--- config.mk ---
export PLATFORM = sky130hd
export DESIGN_NAME = bypass_selector
export DESIGN_NICKNAME = d
export VERILOG_FILES = /design/src/rtl/bsel_pkg.sv /design/src/rtl/bsel_coef_classifier.sv /design/src/rtl/bsel_edit_detector.sv /design/src/rtl/bsel_match_counter.sv /design/src/rtl/bsel_silence_gen.sv /design/src/rtl/bypass_selector.sv
export SDC_FILE = /design/constraint.sdc
export NUM_CORES = 1
export LEC_CHECK = 0
export CAP_MARGIN = 30
export CORE_AREA = 2 2 77 152
export DETAILED_ROUTE_END_ITERATION = 7
export DIE_AREA = 0 0 79 154
export PLACE_DENSITY = 0.71
export SLEW_MARGIN = 20
export SYNTH_ARGS = -nofsm -noshare
export SYNTH_HDL_FRONTEND = slang
export SYNTH_SLANG_ARGS = --single-unit
--- constraint.sdc ---
create_clock -name clk -period 3.4 [get_ports clk]
set_clock_uncertainty 0.2 [all_clocks]
set_input_delay 0.34 -clock clk [delete_from_list [all_inputs] [get_ports clk]]
set_output_delay 0.34 -clock clk [all_outputs]
set_load 0.05 [all_outputs]
--- src/rtl/bsel_pkg.sv ---
package bsel_pkg;

    typedef enum logic [2:0] {
        ST_PROC   = 3'd0,
        ST_SILENT = 3'd1,
        ST_SETTLE = 3'd2,
        ST_PASS   = 3'd3,
        ST_MUTE   = 3'd4
    } bsel_state_e;

endpackage

--- src/rtl/bsel_coef_classifier.sv ---
// Classifies one channel's coefficient set: all zero, or a single lane at
// exactly unity with every other lane at zero.
module bsel_coef_classifier #(
    parameter int unsigned NUM_IN = 4,
    parameter int unsigned COEF_W = 24,
    parameter int unsigned SEL_W  = 2,
    parameter logic [COEF_W-1:0] UNITY = 24'h400000
) (
    input  logic [NUM_IN*COEF_W-1:0] coef_i,
    output logic                     all_zero_o,
    output logic                     one_unity_o,
    output logic [SEL_W-1:0]         sel_idx_o
);

    logic [NUM_IN-1:0] lane_zero;
    logic [NUM_IN-1:0] lane_unity;

    for (genvar g = 0; g < NUM_IN; g++) begin : g_lane
        assign lane_zero[g]  = (coef_i[g*COEF_W +: COEF_W] == '0);
        assign lane_unity[g] = (coef_i[g*COEF_W +: COEF_W] == UNITY);
    end

    always_comb begin
        sel_idx_o = '0;
        for (int i = 0; i < NUM_IN; i++) begin
            if (lane_unity[i]) begin
                sel_idx_o = SEL_W'(i);
            end
        end
    end

    assign all_zero_o  = &lane_zero;
    assign one_unity_o = $onehot(lane_unity) && (&(lane_zero | lane_unity));

endmodule

--- src/rtl/bsel_edit_detector.sv ---
// Flags an edit whenever the coefficient word differs from the one seen on
// the previous edge, and on the first edge after reset.
module bsel_edit_detector #(
    parameter int unsigned WIDTH = 96
) (
    input  logic             clk,
    input  logic             rst_n,
    input  logic [WIDTH-1:0] coef_i,
    output logic             edit_o
);

    logic [WIDTH-1:0] prev_q;
    logic             primed_q;

    always_ff @(posedge clk or negedge rst_n) begin
        if (!rst_n) begin
            prev_q   <= '0;
            primed_q <= 1'b0;
        end else begin
            prev_q   <= coef_i;
            primed_q <= 1'b1;
        end
    end

    assign edit_o = !primed_q || (coef_i != prev_q);

endmodule

--- src/rtl/bsel_match_counter.sv ---
// Counts consecutive edges on which the processed bit reproduced the
// selected input. settled_o marks the edge that completes the run.
module bsel_match_counter #(
    parameter int unsigned SETTLE_LEN = 32,
    localparam int unsigned CNT_W     = $clog2(SETTLE_LEN + 1)
) (
    input  logic clk,
    input  logic rst_n,
    input  logic clear_i,
    input  logic enable_i,
    input  logic match_i,
    output logic settled_o
);

    localparam logic [CNT_W-1:0] LAST = CNT_W'(SETTLE_LEN - 1);

    logic [CNT_W-1:0] cnt_q;

    always_ff @(posedge clk or negedge rst_n) begin
        if (!rst_n) begin
            cnt_q <= '0;
        end else if (clear_i) begin
            cnt_q <= '0;
        end else if (enable_i) begin
            if (!match_i) begin
                cnt_q <= '0;
            end else if (cnt_q != LAST) begin
                cnt_q <= cnt_q + 1'b1;
            end
        end
    end

    assign settled_o = enable_i && match_i && (cnt_q == LAST);

endmodule

--- src/rtl/bsel_silence_gen.sv ---
// Free-running alternating pattern that carries no audio-band energy.
module bsel_silence_gen (
    input  logic clk,
    input  logic rst_n,
    output logic bit_o
);

    logic tog_q;

    always_ff @(posedge clk or negedge rst_n) begin
        if (!rst_n) begin
            tog_q <= 1'b0;
        end else begin
            tog_q <= ~tog_q;
        end
    end

    assign bit_o = tog_q;

endmodule

--- src/rtl/bypass_selector.sv ---
// Output selector for one channel: processed stream, silence, or a
// bit-exact input once the processed stream has converged onto it.
module bypass_selector
    import bsel_pkg::*;
#(
    parameter int unsigned NUM_IN     = 4,
    parameter int unsigned COEF_W     = 24,
    parameter int unsigned FRAC_W     = 22,
    parameter int unsigned SETTLE_LEN = 32
) (
    input  logic                     clk,
    input  logic                     rst_n,
    input  logic [NUM_IN*COEF_W-1:0] coef_i,
    input  logic [NUM_IN-1:0]        in_bits_i,
    input  logic                     proc_bit_i,
    input  logic                     mute_ext_i,
    input  logic                     mute_int_i,
    output logic                     out_bit_o
);

    localparam int unsigned SEL_W = (NUM_IN > 1) ? $clog2(NUM_IN) : 1;
    localparam logic [COEF_W-1:0] UNITY = COEF_W'(1) << FRAC_W;

    bsel_state_e state_q;
    bsel_state_e state_d;

    logic             all_zero;
    logic             one_unity;
    logic [SEL_W-1:0] sel_idx;
    logic             coef_edit;
    logic             reeval;
    logic             mute;
    logic             sel_bit;
    logic             match;
    logic             settled;
    logic             silence_bit;
    logic             out_d;
    logic             out_q;

    bsel_coef_classifier #(
        .NUM_IN (NUM_IN),
        .COEF_W (COEF_W),
        .SEL_W  (SEL_W),
        .UNITY  (UNITY)
    ) u_classify (
        .coef_i      (coef_i),
        .all_zero_o  (all_zero),
        .one_unity_o (one_unity),
        .sel_idx_o   (sel_idx)
    );

    bsel_edit_detector #(
        .WIDTH (NUM_IN*COEF_W)
    ) u_edit (
        .clk    (clk),
        .rst_n  (rst_n),
        .coef_i (coef_i),
        .edit_o (coef_edit)
    );

    assign mute    = mute_ext_i | mute_int_i;
    assign reeval  = coef_edit || (state_q == ST_MUTE);
    assign sel_bit = in_bits_i[sel_idx];
    assign match   = (proc_bit_i == sel_bit);

    bsel_match_counter #(
        .SETTLE_LEN (SETTLE_LEN)
    ) u_match (
        .clk       (clk),
        .rst_n     (rst_n),
        .clear_i   (reeval || mute),
        .enable_i  ((state_q == ST_SETTLE) && !reeval && !mute),
        .match_i   (match),
        .settled_o (settled)
    );

    bsel_silence_gen u_silence (
        .clk   (clk),
        .rst_n (rst_n),
        .bit_o (silence_bit)
    );

    // State register
    always_ff @(posedge clk or negedge rst_n) begin
        if (!rst_n) begin
            state_q <= ST_PROC;
        end else begin
            state_q <= state_d;
        end
    end

    // Next-state logic
    always_comb begin
        state_d = state_q;
        if (mute) begin
            state_d = ST_MUTE;
        end else if (reeval) begin
            if (all_zero) begin
                state_d = ST_SILENT;
            end else if (one_unity) begin
                state_d = ST_SETTLE;
            end else begin
                state_d = ST_PROC;
            end
        end else begin
            unique case (state_q)
                ST_PROC:   state_d = ST_PROC;
                ST_SILENT: state_d = ST_SILENT;
                ST_SETTLE: state_d = settled ? ST_PASS : ST_SETTLE;
                ST_PASS:   state_d = ST_PASS;
                ST_MUTE:   state_d = ST_MUTE;
                default:   state_d = ST_PROC;
            endcase
        end
    end

    // Output selection follows the state being entered
    always_comb begin
        unique case (state_d)
            ST_PROC,
            ST_SETTLE: out_d = proc_bit_i;
            ST_PASS:   out_d = sel_bit;
            ST_SILENT,
            ST_MUTE:   out_d = silence_bit;
            default:   out_d = proc_bit_i;
        endcase
    end

    always_ff @(posedge clk or negedge rst_n) begin
        if (!rst_n) begin
            out_q <= 1'b0;
        end else begin
            out_q <= out_d;
        end
    end

    assign out_bit_o = out_q;

endmodule

# Word-level counts from Yosys, hierarchy flattened
# Index checks and enable logic that the tools add are counted.
# classes
n_reduce_logical	20
muxes	16
n_lt_le_gt_ge	1
n_bitwise	3
n_eq_ne	17
addsub	4
# ops
operator	count
== test 24 x 23 -> 1 bit (second input constant)	4
logical NOT 24 bit	4
!= test 96 bit	1
two-way mux 6 bit	4
case mux 3 bit (4 select lines)	1
== test 3 x 1 -> 1 bit (second input constant)	3
== test 3 x 2 -> 1 bit (second input constant)	3
two-way mux 2 bit	4
AND reduction 4 bit	2
adder 6 x 1 -> 6 bit (second input constant)	1
== test 3 bit (second input constant)	2
== test 6 x 5 -> 1 bit (second input constant)	1
two-way mux 3 bit	2
!= test 6 x 5 -> 1 bit (second input constant)	1
logical AND 1 bit	5
adder 1 x 1 -> 2 bit	2
OR 4 bit	1
adder 3 bit	1
logical NOT 1 bit	3
logical OR 1 bit	3
< comparator 2 x 3 -> 1 bit (second input constant)	1
two-way mux 1 bit	3
!= test 3 x 2 -> 1 bit (second input constant)	1
binary-select mux 1 bit (select 2 bit)	1
7 further kinds	7
# word_totals
input_bits	105
reg_bits	108
elab_cells	67
output_inout_bits	1

# Logic depth before layout (Yosys ltp)
# Gate-level depths: netlist of the first run.
# logic_depth
word_depth	16
ltp_mapped	13

# By module
# From an unflattened synthesis of the first run, not the netlist that was laid out.
# unflattened
cells_unflattened	392
hier_area_um2	4644.5
# modules_own_cells
mod	instances	cells_each	seq_area_each_um2	area_per_inst_um2
bsel_edit_detector	1	268	2427.3	3633.5
bsel_match_counter	1	39	150.1	361.6
bsel_coef_classifier	1	55	0.0	331.6
bypass_selector	1	28	100.1	289.0
bsel_silence_gen	1	2	25.0	28.8

# Worst setup path before layout of the first run
# OpenSTA, ideal clock, no wires.
# synth_timing
path_kind	input-to-reg
startpoint	input coef_i[53]
endpoint	register out_q, in the netlist out_bit_o
path_slack_ns	-0.148
setup_ns	0.071
arrival_time_ns	3.277
required_ns	3.129
stages	12
cell_sequence	or4_4 > nor2_4 > nand3_1 > ha_1 > ha_1 > fa_1 > nor2_1 > nand2_1 > or3_1 > mux2_2 > or4b_1 > nand4_1
# synth_via
elab_chain_len	15
word_cells_on_any_way	33
cone_classes	2 x add/sub; 7 x eq/ne; 11 x mux; 1 x bitwise; 12 x reduce/logical
# synth_rtl
item	line	rtl
start, declared	bypass_selector.sv:13	input logic [NUM_IN*COEF_W-1:0] coef_i,
== test 24 x 23 -> 1 bit or != test 96 bit (tied branches)	bsel_coef_classifier.sv:20, bsel_edit_detector.sv:25	
two-way mux 2 bit or logical OR 1 bit (tied branches)	bsel_coef_classifier.sv:26, bsel_edit_detector.sv:25	
two-way mux 2 bit or logical OR 1 bit (tied branches)	bsel_coef_classifier.sv:26, bypass_selector.sv:62	
binary-select mux 1 bit (select 2 bit) or logical NOT 1 bit (tied branches)	bypass_selector.sv:63, bypass_selector.sv:72	
two-way mux 1 bit (implied by the code) or logical AND 1 bit (tied branches)	bypass_selector.sv:63, bypass_selector.sv:72	
== test 1 bit or logical AND 1 bit (tied branches)	bypass_selector.sv:64, bypass_selector.sv:72	
logical AND 1 bit (2 in a row)	bsel_match_counter.sv:33	assign settled_o = enable_i && match_i && (cnt_q == LAST);
two-way mux 1 bit	bypass_selector.sv:109	ST_SETTLE: state_d = settled ? ST_PASS : ST_SETTLE;
case mux 3 bit (4 select lines)	bypass_selector.sv:106	unique case (state_q)
two-way mux 3 bit	bypass_selector.sv:97	end else if (reeval) begin
two-way mux 3 bit	bypass_selector.sv:95	if (mute) begin
== test 3 x 1 -> 1 bit or == test 3 bit (tied branches)	bypass_selector.sv:119	unique case (state_d)
OR reduction 2 bit	bypass_selector.sv:119	
case mux 1 bit (2 select lines) *	bypass_selector.sv:119	
via out_d	bypass_selector.sv:37	logic out_d;
end signal, assigned	bypass_selector.sv:133	out_q <= out_d;
end, declared	bypass_selector.sv:38	logic out_q;
# Mark *: on every way through the listed nets, which the timed path passes. The rest lies on a longest branch. The select of a mux whose other input is x is not followed.
# A chain may end at the register's enable or synchronous reset.

# Worst setup path after layout of the first run
# layout_timing
startpoint	input coef_i[57]
endpoint	register out_q, in the netlist out_bit_o
# The elaborated chain is that of the path after synthesis.

==> flow_summary.toml, run 1 <==
[hold_path]
hold_start = "coef_i[78]"
hold_path_end = "u_edit.prev_q[78]"
hp-class = "in2reg"
hold_depth = 2

[worst_setup_path]
cp_slowest_stage_delay_ns = 0.57
r2r-start = "u_edit.prev_q[1]"
worstSetupPathType = "in2reg"
critPathLaunchType = "input pin"
cp-end-kind = "flip-flop"
cpMostUsedCell = "ha_4"
cp_max_fo = 2
ff2ff_setup_slack_ns = 0.36
worstPathArrival_ns = 3.51
required_ns = 3.49
crit_chain = "dlygate4sd2_1 -> or4_4 -> nor2_4 -> nand3_4 -> ha_4 -> ha_4 -> fa_1 -> nor2_1 -> nand2_1 -> or3_1 -> mux2_4 -> or4b_1 -> nand4_1"
startpoint = "coef_i[57]"
reg2reg_depth = 11
worstReg2RegEnd = "out_bit_o"
crit_path_top_delay_cell = "or4_4"

[sta]
finalHoldViolCount = 0
rsz0062_at_grt = "true"
slew_viol_final = 0
slew_headroom_pct = 59.90
timing.setup.tns_ns = -0.02909
timing.hold.ws_ns = 0.06042
layout_setup_ws_ns = -0.02909
worst_pin_slew_ns = 0.6015
setup-violations-final = 1
period_needed_ns = 3.429
fmax_ghz = 0.2916
min_period_over_period_pct = 100.9

[power]
p_leak_nw = 3.528
p_total_mw = 2.835
p_per_area_mw_per_mm2 = 374.3
vdd_drop_max_v = 0.0002947

[route]
drtPass1Iterations = 4
wirelength_um = 15370
wl_per_cell_um = 18.69
drc = 0
drt_iter0_drc = 217
viasPerCell = 5.174
vias = 4253
ant_nets = 0

[job]
maxCapViolations = 0

[placed_design]
numPlacedInstances = 795
postPlaceCellArea_mm2 = 0.007061
place_ws_ns = -1.139
io_buffer_count = 105
dp_hpwl_um = 12740
gp_congestion = 0.9123

[floorplanning]
initial_core_util_pct = 44.04
core_region_area_mm2 = 0.01095
num_io_pins = 106
dieWidth_um = 79
dieArea_mm2 = 0.01217
rows = 54
fp.dieH_um = 154

[logic_synthesis]
synth.top_cells.by_count = "dfrtp_1, inv_1, nor4_1, xnor2_1, nand4_1"
async_reset_ff_share_pct = 100.0
synth_top_area_share_pct = 56.06
syn_area_mm2 = 0.004821
ys.warnings.count = 0
synthDistinctLibCells = 46
synth_seq_area_share_pct = 56.06
synth_area_per_cell_um2 = 11.40
synthCells = 423
ys_ff_latch = 108
synth_edf_count = 0
synth_nets = 534
yosys_most_used_dff = "dfrtp_1"
synth_top_cell_by_area = "dfrtp_1"
yosys.cell_count.top_type = "dfrtp_1"
yosys-top-cells-area = "dfrtp_1, xnor2_1, nor4_1"

[grt]
grt.overflow.total = 0
grt_start_max_net_pins = 63
grt_pass1_wl_um = 23690
antenna_found_initial = 0
track_usage_pct = 26.38
grt_pass1_vias = 4706

[clock_tree]
root_buffer = "clkbuf_16"
clock_path_buffers = 2
cts_max_level = 3
cts.clk_slew.worst_paths_ns = 0.07
clock-sinks = 108
clock_latency_ns = 0.35
numCtsBuffers = 9
cts_tree = "built"

[cells_and_area]
multi_input_area_mm2 = 0.002201
nets = 788
stdcell_count = 822
postLayoutCoreUtil_pct = 69.19
finalInstanceArea_mm2 = 0.007574
diodes = 0
nFillCells = 880
ff_latch_area_mm2 = 0.002703
area_delta_synth_final_pct = 57.10
layout-drive-gt1-share_pct = 29.62

[status]
outcome = "finished with violations"
violations = "negative setup slack"
## cell type report
type | count | area share [%]
Clock buffer | 9 | 2.974
Inverter | 36 | 1.784
Multi-Input combinational cell | 276 | 29.06
Clock inverter | 7 | 0.6774
Tap cell | 140 | 2.313
Timing Repair Buffer | 246 | 27.51
Sequential cell | 108 | 35.68
## layout by cell type (no fill, tap or decap), types with 3 or more instances in the layout
| cell | instances |
|---|---|
| a2111oi_0 | 5 |
| a21oi_1 | 9 |
| a22o_1 | 4 |
| and4_1 | 4 |
| buf_2 | 3 |
| buf_4 | 139 |
| clkbuf_16 | 9 |
| clkdlybuf4s15_2 | 3 |
| clkdlybuf4s50_1 | 25 |
| dfrtp_1 | 108 |
| dlygate4sd2_1 | 56 |
| dlymetal6s2s_1 | 16 |
| ha_1 | 3 |
| inv_1 | 35 |
| nand2_1 | 11 |
| nand2b_1 | 21 |
| nand3_1 | 7 |
| nand4_1 | 29 |
| nor2_1 | 5 |
| nor2b_1 | 14 |
| nor3_1 | 7 |
| nor3_2 | 4 |
| nor4_1 | 21 |
| nor4_2 | 11 |
| nor4_4 | 4 |
| o22ai_1 | 11 |
| or3_1 | 5 |
| xnor2_1 | 36 |
| xor2_1 | 25 |
## report_power, final
group	total [mW]	leakage, nW	internal, mW	switching [mW]
Clock	0.980	0.132	0.499	0.481
Combinational	0.484	2.12	0.254	0.230
Sequential	1.37	1.28	1.34	0.0275
## worst max-delay path: cells and delay by family
family	cells	cell delay, ns
mux	1	0.28
simple gates	8	1.80
fa+ha+maj	3	0.83
buf+inv	1	0.25
## cells by family (layout without fill, tap and decap cells)
kind of cell               Yosys count  after routing  share of synthesized area [%]
other                                1              1                        0.07779
AOI/OAI and AO/OA                   40             40                          6.099
adders and majority gates            6              6                          1.713
buffers and inverters               39            298                          3.037
muxes                                3              3                         0.6488
xor gates and xnor gates            62             62                          11.42
DFF                                108            108                          56.06
and+or+nand+nor                    164            164                          20.94
## layer usage
layer	part of all wire, %	track usage, %	vias up	wire [um]
li1	-	-	2032	-
met1	35	26.94	2061	5369
met2	56	49.39	126	8643
met3	3.1	2.876	34	478
met4	5.7	16.26	0	875
met5	0	0	-	0
## flip-flops by register name (all words and copies together) (netlist names)
register	count
u_edit.prev_q	96
u_match.cnt_q	6
out_bit_o	1
u_edit.primed_q	1
u_silence.bit_o	1
state_q	3
## what timing repair did
action,CTS,global route
pin swaps,36,20
setup buffers,8,1
resized for setup,109,20
setup endpoints to repair,9,1
endpoints found under the hold margin,47,0
hold buffers,2,0
## how the worst max path moves through the flow
stage                            to  slack (ns)  cells past startpoint
after CTS                 out_bit_o       -0.07                     15
after detailed placement  out_bit_o       -1.14                     15
after floorplan           out_bit_o       0.002                     12
after global placement    out_bit_o       -1.09                     15
after global routing      out_bit_o       -0.16                     13
final                     out_bit_o       -0.03                     13
No activity file was read; power rests on OpenSTA's default activity.
==> run 2, diff against run 1 <==
Settings changed: REMOVE_ABC_BUFFERS from default to 1.
==> run 2 against run 1 <==
  * The flow still finishes with violations (negative setup slack)
  * Via count rose by 0.94%
  * Clock power barely moved
  * First-iteration DRC count down 5.1%
  * Core utilization is 1.6 points lower
  * Sequential power barely moved
  * Sequential share of layout area up 0.82 points
  * Register-to-register slack worse by 0.10 ns
  * Critical path type unchanged
  * Critical endpoint unchanged
==> flow_summary.toml, run 2 (same netlist as run 1, synthesis figures left out) <==
[sta]
timing.setup.tns_ns = -0.03189
period_needed_ns = 3.432
layout_setup_ws_ns = -0.03189
finalHoldViolCount = 0
slew_headroom_pct = 42.23
fmax_ghz = 0.2914
timing.hold.ws_ns = 0.01519
min_period_over_period_pct = 100.9
worst_pin_slew_ns = 0.8666
setup-violations-final = 1
rsz0062_at_grt = "true"
slew_viol_final = 0

[floorplanning]
initial_core_util_pct = 44.04
dieWidth_um = 79
fp.dieH_um = 154
core_region_area_mm2 = 0.01095
rows = 54
num_io_pins = 106
dieArea_mm2 = 0.01217

[grt]
grt.overflow.total = 0
track_usage_pct = 27.41
gr-usage-met1_pct = 27.62
busiest_layer = "met2"
grt_start_max_net_pins = 69
grt_pass1_vias = 4675
gr-usage-met2_pct = 52.50
met3_usage_pct = 3.815
antenna_found_initial = 0
grt_pass1_wl_um = 24440

[cells_and_area]
stdcell_count = 816
layout-drive-gt1-share_pct = 34.47
largest_reg_flops = 96
diodes = 0
nFillCells = 899
finalInstanceArea_mm2 = 0.007403
final_common_cell = "buf_4"
top_register = "u_edit.prev_q"
nets = 782
area_delta_synth_final_pct = 53.57
ff_latch_area_mm2 = 0.002703
reg.largest.list = "u_edit.prev_q x96, u_match.cnt_q x6, state_q x3"
postLayoutCoreUtil_pct = 67.64
multi_input_area_mm2 = 0.002228
mostFrequentLayoutCells = "buf_4, dfrtp_1, xnor2_1"

[worst_setup_path]
cp-end-kind = "flip-flop"
reg2reg_depth = 10
worstSetupPathType = "in2reg"
critPathLaunchType = "input pin"
cp_max_fo = 2
worstPathArrival_ns = 3.51
required_ns = 3.48

[route]
drtPass1Iterations = 5
wirelength_um = 15940
drc = 0
ant_nets = 0
viasPerCell = 5.261
drt_iter0_drc = 206
wl_per_cell_um = 19.54
vias = 4293

[clock_tree]
root_buffer = "clkbuf_16"
cts.clk_slew.worst_paths_ns = 0.07
clock_path_buffers = 2
clock_latency_ns = 0.36
cts_tree = "built"
clock-sinks = 108
numCtsBuffers = 9
cts_max_level = 3

[hold_path]
hp-class = "in2reg"
hold_depth = 2

[power]
netSwitchingFraction_pct = 26.06
p_leak_nw = 3.389
p_seq_share_pct = 48.1
combPwrFrac_pct = 16.7
clockPowerShare_pct = 35.1
vdd_drop_max_v = 0.0002658
internal-power_mw = 2.109
p_per_area_mw_per_mm2 = 385.2
p_sw_mw = 0.7432
p_total_mw = 2.852

[status]
violations = "negative setup slack"
outcome = "finished with violations"

[placed_design]
place_ws_ns = -0.9062
dp_hpwl_um = 12700
gp_congestion = 0.9268
postPlaceCellArea_mm2 = 0.006999
numPlacedInstances = 792
io_buffer_count = 105

[job]
maxCapViolations = 0
[run 2: critical path, stage by stage]
cell	delay [ns]
dlygate4sd2_1	0.28
nor4_4	0.28
nand4_1	0.20
nor2_1	0.15
ha_1	0.28
ha_4	0.18
fa_1	0.43
nor2_1	0.11
nand2_1	0.05
or3_1	0.32
mux2_4	0.30
or4b_1	0.50
nand4_1	0.10
[run 2: what timing repair did]
item                                    in CTS  in global routing
setup buffers                                3                  2
pin swaps                                   44                 41
endpoints found under the setup margin       5                  2
gates resized for setup                    176                 92
cloned                                       0                  0
hold endpoints to repair                    70                  2
hold buffers                                 4                  2
[run 2: area by class of cell]
type                       instances  area share, %
clock buffer                      10          3.228
clock inverter                     6         0.5915
inverter                          36          1.825
sequential                       108          36.50
tap                              140          2.366
timing repair buffer             240          25.38
multi-input combinational        276          30.10
[run 2: power by group through the flow]
stage	Sequential [mW]	Clock [mW]	Combinational, mW
finish	1.37	1.00	0.478
global route	1.38	1.08	0.513
CTS	1.37	1.02	0.474
detailed placement	1.40	0	0.491
global placement	1.39	0	0.485
floorplan	1.39	0	0.131
[run 2: routing by layer]
layer / wire length (um) / vias to the layer above
li1: - / 2025
met4: 816 / 0
met2: 9248 / 144
met1: 5294 / 2085
met5: 0 / -
met3: 583 / 39
[run 2: path summary, 6_finish.rpt]
| check | start | to | slack [ns] |
|---|---|---|---|
| max in group asynchronous | rst_n | u_edit.prev_q[54] | 1.82 |
| max | coef_i[27] | out_bit_o | -0.03 |
| min reg2reg | u_silence.bit_o | u_silence.bit_o | 0.26 |
| min | coef_i[51] | u_edit.prev_q[51] | 0.02 |
| min in group asynchronous | rst_n | u_edit.prev_q[61] | 0.44 |
| max reg2reg | u_edit.prev_q[1] | out_bit_o | 0.26 |
